--- src/rtl/lvdt_pkg.sv ---
package lvdt_pkg;
    localparam int SINE_W   = 16;
    localparam int LUT_IDX  = 6;
    localparam int QTR_BITS = LUT_IDX - 2;

    // quarter-wave magnitude, k = 0 .. 2**QTR_BITS
    function automatic logic [SINE_W-1:0] qtr_mag(input logic [QTR_BITS:0] k);
        case (k)
            5'd0:    return 16'd0;
            5'd1:    return 16'd3212;
            5'd2:    return 16'd6393;
            5'd3:    return 16'd9512;
            5'd4:    return 16'd12539;
            5'd5:    return 16'd15446;
            5'd6:    return 16'd18204;
            5'd7:    return 16'd20787;
            5'd8:    return 16'd23170;
            5'd9:    return 16'd25329;
            5'd10:   return 16'd27245;
            5'd11:   return 16'd28898;
            5'd12:   return 16'd30273;
            5'd13:   return 16'd31356;
            5'd14:   return 16'd32137;
            5'd15:   return 16'd32609;
            default: return 16'd32767;
        endcase
    endfunction
endpackage

--- src/rtl/lvdt_sine_lut.sv ---
module lvdt_sine_lut
    import lvdt_pkg::*;
(
    input  logic [LUT_IDX-1:0]       idx_i,
    output logic signed [SINE_W-1:0] sin_o
);
    logic [1:0]          quad;
    logic [QTR_BITS:0]   k;
    logic [SINE_W-1:0]   mag;

    always_comb begin
        quad = idx_i[LUT_IDX-1 -: 2];
        k    = quad[0] ? ((QTR_BITS+1)'(1 << QTR_BITS) - {1'b0, idx_i[QTR_BITS-1:0]})
                       : {1'b0, idx_i[QTR_BITS-1:0]};
        mag  = qtr_mag(k);
        sin_o = quad[1] ? -$signed(mag) : $signed(mag);
    end
endmodule

--- src/rtl/lvdt_nco.sv ---
module lvdt_nco
    import lvdt_pkg::*;
#(
    parameter int PHASE_W = 24
) (
    input  logic                      clk,
    input  logic                      rst_n,
    input  logic                      smp_en_i,
    input  logic [PHASE_W-1:0]        step_i,
    input  logic [PHASE_W-1:0]        ref_ofs_i,
    output logic signed [SINE_W-1:0]  dac_o,
    output logic signed [SINE_W-1:0]  ref_o,
    output logic                      wrap_o
);
    typedef struct packed {
        logic [PHASE_W-1:0]        phase;
        logic signed [SINE_W-1:0]  dac;
    } nco_st_t;

    nco_st_t st_d, st_q;
    logic [PHASE_W:0]          sum;
    logic [PHASE_W-1:0]        ref_ph;
    logic [PHASE_W-1:0]        lut_ph  [2];
    logic signed [SINE_W-1:0]  lut_val [2];

    assign lut_ph[0] = st_d.phase;
    assign lut_ph[1] = ref_ph;

    for (genvar g = 0; g < 2; g++) begin : g_lut
        lvdt_sine_lut u_lut (
            .idx_i (lut_ph[g][PHASE_W-1 -: LUT_IDX]),
            .sin_o (lut_val[g])
        );
    end

    always_comb begin
        st_d   = st_q;
        sum    = {1'b0, st_q.phase} + {1'b0, step_i};
        ref_ph = st_q.phase + ref_ofs_i;
        wrap_o = smp_en_i & sum[PHASE_W];
        if (smp_en_i) st_d.phase = sum[PHASE_W-1:0];
        st_d.dac = lut_val[0];
    end

    always_ff @(posedge clk) begin
        if (!rst_n) st_q <= '0;
        else        st_q <= st_d;
    end

    assign dac_o = st_q.dac;
    assign ref_o = lut_val[1];


    phase_hold_chk: assert property (@(posedge clk) disable iff (!rst_n)
        !smp_en_i |=> $stable(st_q.phase) && $stable(dac_o));

    dac_sym_chk: assert property (@(posedge clk) disable iff (!rst_n)
        dac_o != -16'sd32768);
endmodule

--- src/rtl/lvdt_mix_lpf.sv ---
module lvdt_mix_lpf
    import lvdt_pkg::*;
#(
    parameter int DATA_W     = 16,
    parameter int FILT_SHIFT = 4
) (
    input  logic                      clk,
    input  logic                      rst_n,
    input  logic                      smp_en_i,
    input  logic signed [DATA_W-1:0]  adc_i,
    input  logic signed [SINE_W-1:0]  ref_i,
    output logic signed [DATA_W:0]    pos_o
);
    localparam int PROD_W = DATA_W + SINE_W;

    typedef struct packed {
        logic signed [PROD_W-1:0] prod;
        logic signed [PROD_W-1:0] acc;
    } lpf_st_t;

    lpf_st_t st_d, st_q;
    logic signed [PROD_W:0]   diff;
    logic signed [PROD_W:0]   delta;
    logic signed [PROD_W:0]   sum;
    logic signed [PROD_W-1:0] shifted;

    always_comb begin
        st_d  = st_q;
        diff  = {st_q.prod[PROD_W-1], st_q.prod} - {st_q.acc[PROD_W-1], st_q.acc};
        delta = diff >>> FILT_SHIFT;
        sum   = {st_q.acc[PROD_W-1], st_q.acc} + delta;
        if (smp_en_i) begin
            st_d.prod = PROD_W'(adc_i) * PROD_W'(ref_i);
            st_d.acc  = sum[PROD_W-1:0];
        end
        shifted = st_q.acc >>> (SINE_W - 1);
        pos_o   = shifted[DATA_W:0];
    end

    always_ff @(posedge clk) begin
        if (!rst_n) st_q <= '0;
        else        st_q <= st_d;
    end


    acc_hold_chk: assert property (@(posedge clk) disable iff (!rst_n)
        !smp_en_i |=> $stable(st_q.acc) && $stable(st_q.prod));

    acc_between_chk: assert property (@(posedge clk) disable iff (!rst_n)
        smp_en_i && ($past(st_q.prod) >= $past(st_q.acc)) |=>
        (st_q.acc >= $past(st_q.acc)) && (st_q.acc <= $past(st_q.prod)));
endmodule

--- src/rtl/lvdt_settle.sv ---
module lvdt_settle #(
    parameter int SETTLE_CYC = 8
) (
    input  logic clk,
    input  logic rst_n,
    input  logic wrap_i,
    output logic vld_o
);
    localparam int CNT_W = $clog2(SETTLE_CYC + 1);

    typedef struct packed {
        logic [CNT_W-1:0] cnt;
        logic             vld;
    } set_st_t;

    set_st_t st_d, st_q;

    always_comb begin
        st_d = st_q;
        if (wrap_i && !st_q.vld) begin
            st_d.cnt = st_q.cnt + 1'b1;
            if (st_d.cnt == CNT_W'(SETTLE_CYC)) st_d.vld = 1'b1;
        end
    end

    always_ff @(posedge clk) begin
        if (!rst_n) st_q <= '0;
        else        st_q <= st_d;
    end

    assign vld_o = st_q.vld;


    vld_sticky_chk: assert property (@(posedge clk) disable iff (!rst_n)
        vld_o |=> vld_o);

    vld_rise_chk: assert property (@(posedge clk) disable iff (!rst_n)
        !vld_o && !wrap_i |=> !vld_o);
endmodule

--- src/rtl/lvdt_demod.sv ---
module lvdt_demod
    import lvdt_pkg::*;
#(
    parameter int DATA_W     = 16,
    parameter int PHASE_W    = 24,
    parameter int FILT_SHIFT = 4,
    parameter int SETTLE_CYC = 8
) (
    input  logic                      clk,
    input  logic                      rst_n,
    input  logic                      smp_en_i,
    input  logic [PHASE_W-1:0]        step_i,
    input  logic [PHASE_W-1:0]        ref_ofs_i,
    input  logic signed [DATA_W-1:0]  adc_i,
    output logic signed [SINE_W-1:0]  dac_o,
    output logic signed [DATA_W:0]    pos_o,
    output logic                      pos_vld_o
);
    logic signed [SINE_W-1:0] ref_s;
    logic                     wrap_s;

    lvdt_nco #(.PHASE_W(PHASE_W)) u_nco (
        .clk       (clk),
        .rst_n     (rst_n),
        .smp_en_i  (smp_en_i),
        .step_i    (step_i),
        .ref_ofs_i (ref_ofs_i),
        .dac_o     (dac_o),
        .ref_o     (ref_s),
        .wrap_o    (wrap_s)
    );

    lvdt_mix_lpf #(.DATA_W(DATA_W), .FILT_SHIFT(FILT_SHIFT)) u_lpf (
        .clk      (clk),
        .rst_n    (rst_n),
        .smp_en_i (smp_en_i),
        .adc_i    (adc_i),
        .ref_i    (ref_s),
        .pos_o    (pos_o)
    );

    lvdt_settle #(.SETTLE_CYC(SETTLE_CYC)) u_set (
        .clk    (clk),
        .rst_n  (rst_n),
        .wrap_i (wrap_s),
        .vld_o  (pos_vld_o)
    );


    rst_out_chk: assert property (@(posedge clk)
        !rst_n |=> dac_o == 0 && pos_o == 0 && !pos_vld_o);
endmodule

--- config.mk ---
export PLATFORM = sky130hd
export DESIGN_NAME = lvdt_demod
export DESIGN_NICKNAME = d
export VERILOG_FILES = /design/src/rtl/lvdt_pkg.sv /design/src/rtl/lvdt_sine_lut.sv /design/src/rtl/lvdt_nco.sv /design/src/rtl/lvdt_mix_lpf.sv /design/src/rtl/lvdt_settle.sv /design/src/rtl/lvdt_demod.sv
export SDC_FILE = /design/constraint.sdc
export NUM_CORES = 1
export LEC_CHECK = 0
export BUFFER_PORTS_ARGS = -buffer_cell sky130_fd_sc_hd__buf_4
export CAP_MARGIN = 20
export CORE_MARGIN = 2
export CORE_UTILIZATION = 60
export CTS_CLUSTER_DIAMETER = 50
export CTS_CLUSTER_SIZE = 10
export DETAILED_ROUTE_END_ITERATION = 8
export GPL_ROUTABILITY_DRIVEN = 0
export HOLD_SLACK_MARGIN = 0.15
export PLACE_DENSITY = 0.78
export SETUP_SLACK_MARGIN = 0.15
export SYNTH_ARGS = -nofsm -noshare
export SYNTH_HDL_FRONTEND = slang
export SYNTH_HIERARCHICAL = 1
export SYNTH_SLANG_ARGS = --single-unit
--- constraint.sdc ---
create_clock -name clk -period 16.3 [get_ports clk]
set_clock_uncertainty 0.05 [all_clocks]
set_input_delay 4.89 -clock clk [delete_from_list [all_inputs] [get_ports clk]]
set_output_delay 4.89 -clock clk [all_outputs]
set_load 0.02 [all_outputs]
Yosys cells after proc, flatten, opt, wreduce, memory -nomap -nowiden
Memories as Yosys holds them, arrays and structs flattened.
Cells that the tools add are included.
{ "totals": {"mem_count": 2, "in_bits": 67, "elab_cells": 31, "mem_bits_ro": 480, "out_inout_bits": 34, "register_bits": 109} }
{ "mem_list": {"columns": ["memory", "depth", "word_bits", "rd", "rd_ports_with_merged_regs", "write_ports", "line", "source"], "rows": [
  ["(no name shown)", 16, 15, 1, 0, 0, "lvdt_pkg.sv:8", "case (k)"],
  ["(no name shown)", 16, 15, 1, 0, 0, "lvdt_pkg.sv:8", null]
]} }
{ "classes": {"eq_ne": 1, "n_reduce_logical": 3, "n_mux": 7, "add_sub_neg": 9, "mul": 1, "bitwise": 1} }
{ "op_table": {"columns": ["op", "count"], "rows": [
  ["2-to-1 mux 16 bit", 4],
  ["subtractor 32 x 32 -> 33 bit", 1],
  ["adder 32 x 29 -> 32 bit", 1],
  ["multiplier 16 x 16 -> 32 bit", 1],
  ["negator 16 bit", 2],
  ["adder 24 x 24 -> 25 bit", 1],
  ["adder 24 bit", 1],
  ["2-to-1 mux 24 bit", 1],
  ["2-to-1 mux 5 bit", 2],
  ["subtractor 5 x 4 -> 5 bit, first input constant", 2],
  ["adder 4 x 1 -> 4 bit, second input constant", 1],
  ["equality test 4 bit, second input constant", 1],
  ["AND reduction 2 bit", 1],
  ["AND 1 bit", 1],
  ["logical AND 1 bit", 1],
  ["zero test 1 bit", 1]
]} }

Logic depth before layout (Yosys ltp)
Gate-level depths: netlist of the first run.
An unclocked memory read counts as a cell.
{ "depth": {"word_depth": 8, "ltp_mapped": 47} }

By module
Netlist of the first run, hierarchy kept.
{ "modules_own_cells": {"columns": ["mod", "n_inst", "area_per_inst_um2", "cells_per_inst"], "rows": [
  ["lvdt_mix_lpf", 1, 15458.6, 1804],
  ["lvdt_nco", 1, 3379.5, 410],
  ["lvdt_sine_lut", 2, 1157.4, 168],
  ["lvdt_settle", 1, 247.7, 25]
]} }

Least setup slack after synthesis of the first run
OpenSTA, ideal clock, no wires.
{ "synth_path": {"kind": "in2reg", "from": "input port ref_ofs_i[15]", "to": "register u_lpf/st_q[62] in the netlist's numbering", "stages": 45, "arrival_ns": 15.250, "setup_ns": 0.116, "slack_ns": 0.884, "cell_sequence": "ha_1 and3_1 nand3_1 or4_1 o22ai_1 or2_2 xor2_1 inv_1 ha_1 mux2i_1 inv_1 ha_1 inv_1 nor2_1 and2_1 o31ai_1 inv_1 ha_1 [... 9 more ...] inv_1 fa_1 inv_1 fa_1 fa_1 inv_1 fa_1 inv_1 ha_1 nand2_1 nor3_1 o211ai_1 a21o_1 a21oi_1 a211oi_1 xnor2_1 mux2i_1 nor2b_1"} }
{ "synth_lines": {"columns": ["element", "line", "source"], "rows": [
  ["from (decl)", "lvdt_demod.sv:13", "input logic [PHASE_W-1:0] ref_ofs_i,"],
  ["to (signal assigned)", "lvdt_mix_lpf.sv:42", "else st_q <= st_d;"],
  ["to (decl)", "lvdt_mix_lpf.sv:21", "lpf_st_t st_d, st_q;"]
]} }

==> flow_metrics.py, run 1 <==
metrics = {
    "placement": {
        "hpwl_um": 41480,
        "portBuffers": 100,
        "placed_cell_area_mm2": 0.02227,
        "post-place-cells": 3036,
    },
    "min_path": {
        "hold_end": "u_lpf/st_q[57]$_SDFFE_PN0P_",
        "hold_depth": 1,
        "worstHoldPathType": "flop to flop",
        "hp-start": "u_lpf/st_q[57]$_SDFFE_PN0P_",
    },
    "yosys": {
        "yosys.area_share.adder_pct": 36.74,
        "netlist_area_mm2": 0.02140,
        "async_reset_ff_share_pct": 0,
        "synth-simple-area-share_pct": 18.62,
        "ys.flop_type": "dfxtp_1",
        "synth.avg_cell_area_um2": 8.311,
        "synth.yosys.seq_area_share_pct": 10.20,
        "synthTopCellsByArea": "fa_1 25%, ha_1 12%, dfxtp_1 10%, inv_1 7.1%, and2_1 4.3%",
        "synth_compound_area_share_pct": 15.36,
        "yosys_warnings": 6,
        "syn-num-nets": 3112,
        "synth_seq_cells": 109,
        "yosys.area.top_type": "fa_1",
        "synth-edff-count": 0,
        "syn_inst": 2575,
        "synth_top_family_by_area": "adder cells",
        "yosysTopAreaCellShare_pct": 24.70,
        "synth_xor_area_share_pct": 5.478,
        "synth.distinct_cells": 92,
        "synthMuxAreaShare_pct": 3.525,
    },
    "routing": {
        "ant_nets": 0,
        "drc": 0,
        "wl_um": 52090,
        "vias_per_cell": 5.899,
        "firstDrtPassIters": 5,
        "drt-initial-drc-count": 1078,
        "num_vias": 18011,
        "wl_per_cell_um": 17.06,
    },
    "setup_path": {
        "worst_ep_required_time_ps": 16560,
        "arrival_ps": 15730,
        "rr_startpoint": "u_nco/st_q[17]$_SDFFE_PN0P_",
        "critPathMaxFanout": 16,
        "cp_slowest_cell": "fa_1",
        "crit_top_cell": "inv_1",
        "start_kind": "input pin",
        "cpPeakStageDelay_ps": 570,
        "r2r_slack_ps": 5040,
        "r2r_cells": 46,
        "crit_type": "input pin to flop",
        "endpoint_kind": "flop",
        "r2r-end": "u_lpf/st_q[54]$_SDFFE_PN0P_",
    },
    "clocking": {
        "clk_latency_ps": 380,
        "clkSlewWorstSetupHoldPaths_ps": 80,
        "hold_buffers": 0,
        "cts-root-buf": "clkbuf_16",
        "cts_buffers": 9,
        "cts_tree": "built",
        "clkSinkCount": 109,
        "clk_path_buf_depth": 2,
        "cts-resized-gates": 0,
        "htree_levels": 3,
        "cts_setup_buffers": 0,
    },
    "final_layout": {
        "finalNetCount": 3125,
        "layout.cells.non_filler": 3053,
        "final_layout_size_suffix_gt1_share_pct": 7.755,
        "final_cell_area_mm2": 0.02260,
        "diodes": 0,
        "syn_to_final_growth_pct": 5.625,
    },
    "floorplanning": {
        "die_w_um": 192.9,
        "fp.dieArea_mm2": 0.03720,
        "design.portCount": 101,
        "start_util_pct": 60.61,
        "die_h_um": 192.9,
        "num_rows": 69,
        "core_mm2": 0.03531,
    },
    "sta": {
        "period_minus_slack_ps": 15470,
        "relSlewSlack_pct": 30.10,
        "post-route-period-util_pct": 94.89,
        "setup_tns_ps": 0,
        "max_freq_mhz": 64.65,
        "setup_viol": 0,
        "tightest_slew_ps": 1046,
        "hold_viol_final": 0,
        "maxSlewViolCount": 0,
        "grt_setup_unrepaired": "false",
    },
    "flow_run": {
        "maxCapViolations": 0,
    },
    "global_route": {
        "grt_pass1_wl_um": 87330,
        "antenna_found_initial": 0,
        "grt_pass1_vias": 18724,
        "globalRouteOverflowTotal": 0,
        "grt_max_degree": 113,
        "grt_util_all_layers_pct": 29.08,
    },
    "run_status": {
        "status": "finished clean",
    },
}
==> registers in the layout (all words and copies together), names as in the netlist <==
register / flops
u_lpf/pos_o: 17
u_nco/st_q: 24
u_lpf/st_q: 47
u_set/st_q: 4
u_set/vld_o: 1
u_nco/dac_o: 16
==> Yosys cell counts, drive strengths merged, types with 69 or more instances <==
master and number:
nor2 126, fa 264, ha 206, a21oi 126, mux2i 69, dfxtp 109, inv 407, o21ai 114
and2 148, nand2 240, xnor2 78, clkbuf 70
==> area by class of cell <==
type	instances	area (µm²)
clock buffer	10	229.0
timing repair buffer	124	930.9
sequential	109	2182
fill	2962	12710
inverter	408	1531
tap	461	576.8
multi-input combinational	1936	17100
clock inverter	5	57.56
==> layout by cell type, fill, tap and decap left out, types with 9 or more instances in the layout <==
master     count
a211oi_1      27
a21o_1        38
a21oi_1      121
a22oi_1        9
a31oi_1       17
and2_1       146
and3_1        17
buf_4        124
clkbuf_16      9
dfxtp_1      109
fa_1         263
ha_1         206
inv_1        407
mux2i_1       69
nand2_1      240
nand2b_1      20
nand3_1       55
nand4_1       22
nor2_1       126
nor2b_1       56
nor3_1        33
o211ai_1      26
o21a_1        16
o21ai_0      101
o21ai_1       11
o21bai_1      13
o22ai_1        9
or3_1         14
xnor2_1       74
xor2_1        45
==> stage by stage <==
stage                     hold slack, ps  setup WS, ps  util (%)
after floorplan                    398.1         883.8         -
after global placement             424.6         593.2     63.08
after detailed placement           433.0         279.5     63.08
after CTS                          452.1         585.4     63.89
after global routing               480.2         113.3     64.02
final                              449.1         833.1     64.02
==> cells by family (layout without fill, tap and decap cells) <==
group	Yosys count	after routing
AOI/OAI and AO/OA	487	487
xor gates and xnor gates	127	127
adders and majority gates	470	470
buffers and inverters	530	547
DFF	109	109
muxes	72	72
and+or+nand+nor	780	780
==> routing by layer <==
layer | GRT usage (%) | up-vias | share of wire (%)
met5 | 0 | - | 0
met3 | 3.619 | 155 | 5.2
li1 | - | 8510 | -
met1 | 33.44 | 8753 | 39
met2 | 53.79 | 593 | 52
met4 | 12.77 | 0 | 4.1
==> how the worst max path moves through the flow <==
stage	startpoint	end	slack [ps]	cells past startpoint
6_report	ref_ofs_i[8]	u_lpf/st_q[54]$_SDFFE_PN0P_	830	46
5_1_grt	ref_ofs_i[16]	u_lpf/st_q[62]$_SDFFE_PN0P_	110	46
4_1_cts	ref_ofs_i[16]	u_lpf/st_q[62]$_SDFFE_PN0P_	590	44
3_5_place_dp	ref_ofs_i[16]	u_lpf/st_q[62]$_SDFFE_PN0P_	280	44
3_3_place_gp	ref_ofs_i[16]	u_lpf/st_q[54]$_SDFFE_PN0P_	590	44
2_1_floorplan	ref_ofs_i[15]	u_lpf/st_q[62]$_SDFFE_PN0P_	880	45
==> critical path, delay by kind of cell <==
kind	cells	cell delay [ps]
xor gates and xnor gates	2	380
adders and majority gates	11	4850
AOI/OAI and AO/OA	15	3130
buffers and inverters	10	1210
muxes	1	260
and+or+nand+nor	7	1010
Power of run 1 is left out: the tool's default activity adds up to more than one toggle a clock period on the data nets, which glitch-free logic cannot reach.
==> run 2: changes to the inputs <==
--- a/config.mk
+++ b/config.mk
@@ -8,13 +8,13 @@
 export BUFFER_PORTS_ARGS = -buffer_cell sky130_fd_sc_hd__buf_4
 export CAP_MARGIN = 20
 export CORE_MARGIN = 2
-export CORE_UTILIZATION = 60
+export CORE_UTILIZATION = 65
 export CTS_CLUSTER_DIAMETER = 50
 export CTS_CLUSTER_SIZE = 10
 export DETAILED_ROUTE_END_ITERATION = 8
 export GPL_ROUTABILITY_DRIVEN = 0
 export HOLD_SLACK_MARGIN = 0.15
-export PLACE_DENSITY = 0.78
+export PLACE_DENSITY = 0.84
 export SETUP_SLACK_MARGIN = 0.15
 export SYNTH_ARGS = -nofsm -noshare
 export SYNTH_HDL_FRONTEND = slang
==> flow_metrics.py, run 2 (synthesis gave the netlist of run 1 again) <==
metrics = {
    "run_status": {
        "status": "finished clean",
    },
    "setup_path": {
        "start_kind": "input pin",
        "cp.buffers_inverters": 8,
        "worst_ep_required_time_ps": 16570,
        "cpPeakStageDelay_ps": 570,
        "rr_startpoint": "u_nco/st_q[31]$_SDFFE_PN0P_",
        "critPathMaxFanout": 11,
        "crit_type": "input pin to flop",
        "arrival_ps": 15650,
        "cp_slowest_cell": "or4_1",
        "r2r_cells": 43,
        "endpoint_kind": "flop",
        "r2r-end": "u_lpf/st_q[62]$_SDFFE_PN0P_",
        "r2r_slack_ps": 5140,
        "crit_family": "adder cells",
    },
    "global_route": {
        "globalRouteOverflowTotal": 0,
        "grt_max_degree": 93,
        "antenna_found_initial": 0,
        "grt_pass1_wl_um": 85450,
        "grt_util_all_layers_pct": 30.58,
        "grt_pass1_vias": 18393,
    },
    "clocking": {
        "cts-root-buf": "clkbuf_16",
        "clk_latency_ps": 380,
        "cts_tree": "built",
        "clkSlewWorstSetupHoldPaths_ps": 80,
        "clkSinkCount": 109,
        "clk_path_buf_depth": 2,
        "htree_levels": 3,
        "cts_buffers": 9,
    },
    "final_layout": {
        "final_core_util_pct": 69.63,
        "largest_register_ff_count": 47,
        "diodes": 0,
        "fillCellCount": 2554,
        "syn_to_final_growth_pct": 5.589,
        "final_common_cell": "inv_1",
        "final_layout_size_suffix_gt1_share_pct": 7.746,
        "final_cell_mix": "407 x inv_1, 264 x fa_1, 240 x nand2_1, 206 x ha_1, 146 x and2_1",
        "largest-register": "u_lpf/st_q",
        "finalNetCount": 3127,
    },
    "routing": {
        "dr_wl_met3_um": 2667,
        "dr.max_layer_used": "met4",
        "wl_per_cell_um": 16.87,
        "drt-initial-drc-count": 1331,
        "num_vias": 18083,
        "ant_nets": 0,
        "route.met2.wl_um": 26830,
        "vias_per_cell": 5.954,
        "wirelength_met1_um": 20050,
        "firstDrtPassIters": 6,
        "drc": 0,
        "wl_um": 51230,
    },
    "min_path": {
        "worstHoldPathType": "flop to flop",
        "hp-start": "u_lpf/st_q[57]$_SDFFE_PN0P_",
        "hold_depth": 1,
        "hold_end": "u_lpf/st_q[57]$_SDFFE_PN0P_",
    },
    "sta": {
        "tightest_slew_ps": 1013,
        "grt_setup_unrepaired": "false",
        "maxSlewViolCount": 0,
        "setup_tns_ps": 0,
        "post-route-period-util_pct": 94.41,
        "relSlewSlack_pct": 32.31,
        "period_minus_slack_ps": 15390,
        "max_freq_mhz": 64.98,
        "setup_viol": 0,
        "hold_viol_final": 0,
    },
    "placement": {
        "portBuffers": 100,
        "hpwl_um": 40800,
    },
    "floorplanning": {
        "start_util_pct": 65.94,
        "die_h_um": 185.5,
        "core_mm2": 0.03245,
        "die_w_um": 185.5,
        "design.portCount": 101,
        "fp.dieArea_mm2": 0.03439,
        "num_rows": 66,
    },
    "flow_run": {
        "maxCapViolations": 0,
    },
}
run 2: repair_timing:
action | 4_1_cts | 5_1_grt
hold buffers | 0 | 0
resized for setup | 0 | 1
buffers inserted | 0 | 0
endpoints found under the setup margin | 0 | 1
run 2: worst register-to-register path: cells and delay by family (launching register included):
kind / cells / cell delay (ps)
flip-flops: 1 / 370
adder cells (fa/ha/maj): 11 / 4590
buffers and inverters: 7 / 840
XOR/XNOR: 3 / 660
AO/OA/AOI/OAI: 9 / 2010
AND/OR/NAND/NOR: 11 / 2220
multiplexers: 2 / 350
run 2: stage by stage:
stage / cell area, µm² / cells / setup WS, ps / hold slack [ps]
after floorplan: 21400 / 2575 / 883.8 / 398.1
after global placement: 22270 / 3020 / 703.4 / 423.9
after detailed placement: 22270 / 3020 / 326.6 / 423.8
after CTS: 22590 / 3036 / 674.6 / 443.4
after global routing: 22600 / 3037 / 158.0 / 461.8
final: 22600 / 3037 / 911.7 / 437.6
run 2: worst max path at each step:
stage | start | end | cells past startpoint | slack (ps)
after floorplan | ref_ofs_i[15] | u_lpf/st_q[62]$_SDFFE_PN0P_ | 45 | 880
after global placement | ref_ofs_i[15] | u_lpf/st_q[62]$_SDFFE_PN0P_ | 43 | 700
after detailed placement | ref_ofs_i[16] | u_lpf/st_q[62]$_SDFFE_PN0P_ | 43 | 330
after CTS | ref_ofs_i[16] | u_lpf/st_q[62]$_SDFFE_PN0P_ | 43 | 670
after global routing | ref_ofs_i[15] | u_lpf/st_q[62]$_SDFFE_PN0P_ | 44 | 160
final | ref_ofs_i[16] | u_lpf/st_q[62]$_SDFFE_PN0P_ | 44 | 910
run 2: layer usage:
layer | vias up | GRT usage, %
met5 | - | 0
met4 | 0 | 11.24
met3 | 142 | 4.089
met2 | 621 | 56.88
met1 | 8812 | 35.74
li1 | 8508 | -
run 2: final cells by class:
cell class / count / area, µm² / share of cell area [%]
Clock buffer: 9 / 225.2 / 0.9967
Clock inverter: 7 / 91.34 / 0.4042
Timing Repair Buffer: 126 / 945.9 / 4.186
Inverter: 408 / 1531 / 6.777
Sequential cell: 109 / 2182 / 9.657
Tap cell: 442 / 553.0 / 2.447
Multi-Input combinational cell: 1936 / 17070 / 75.53
Power of run 2 is left out for the same reason.
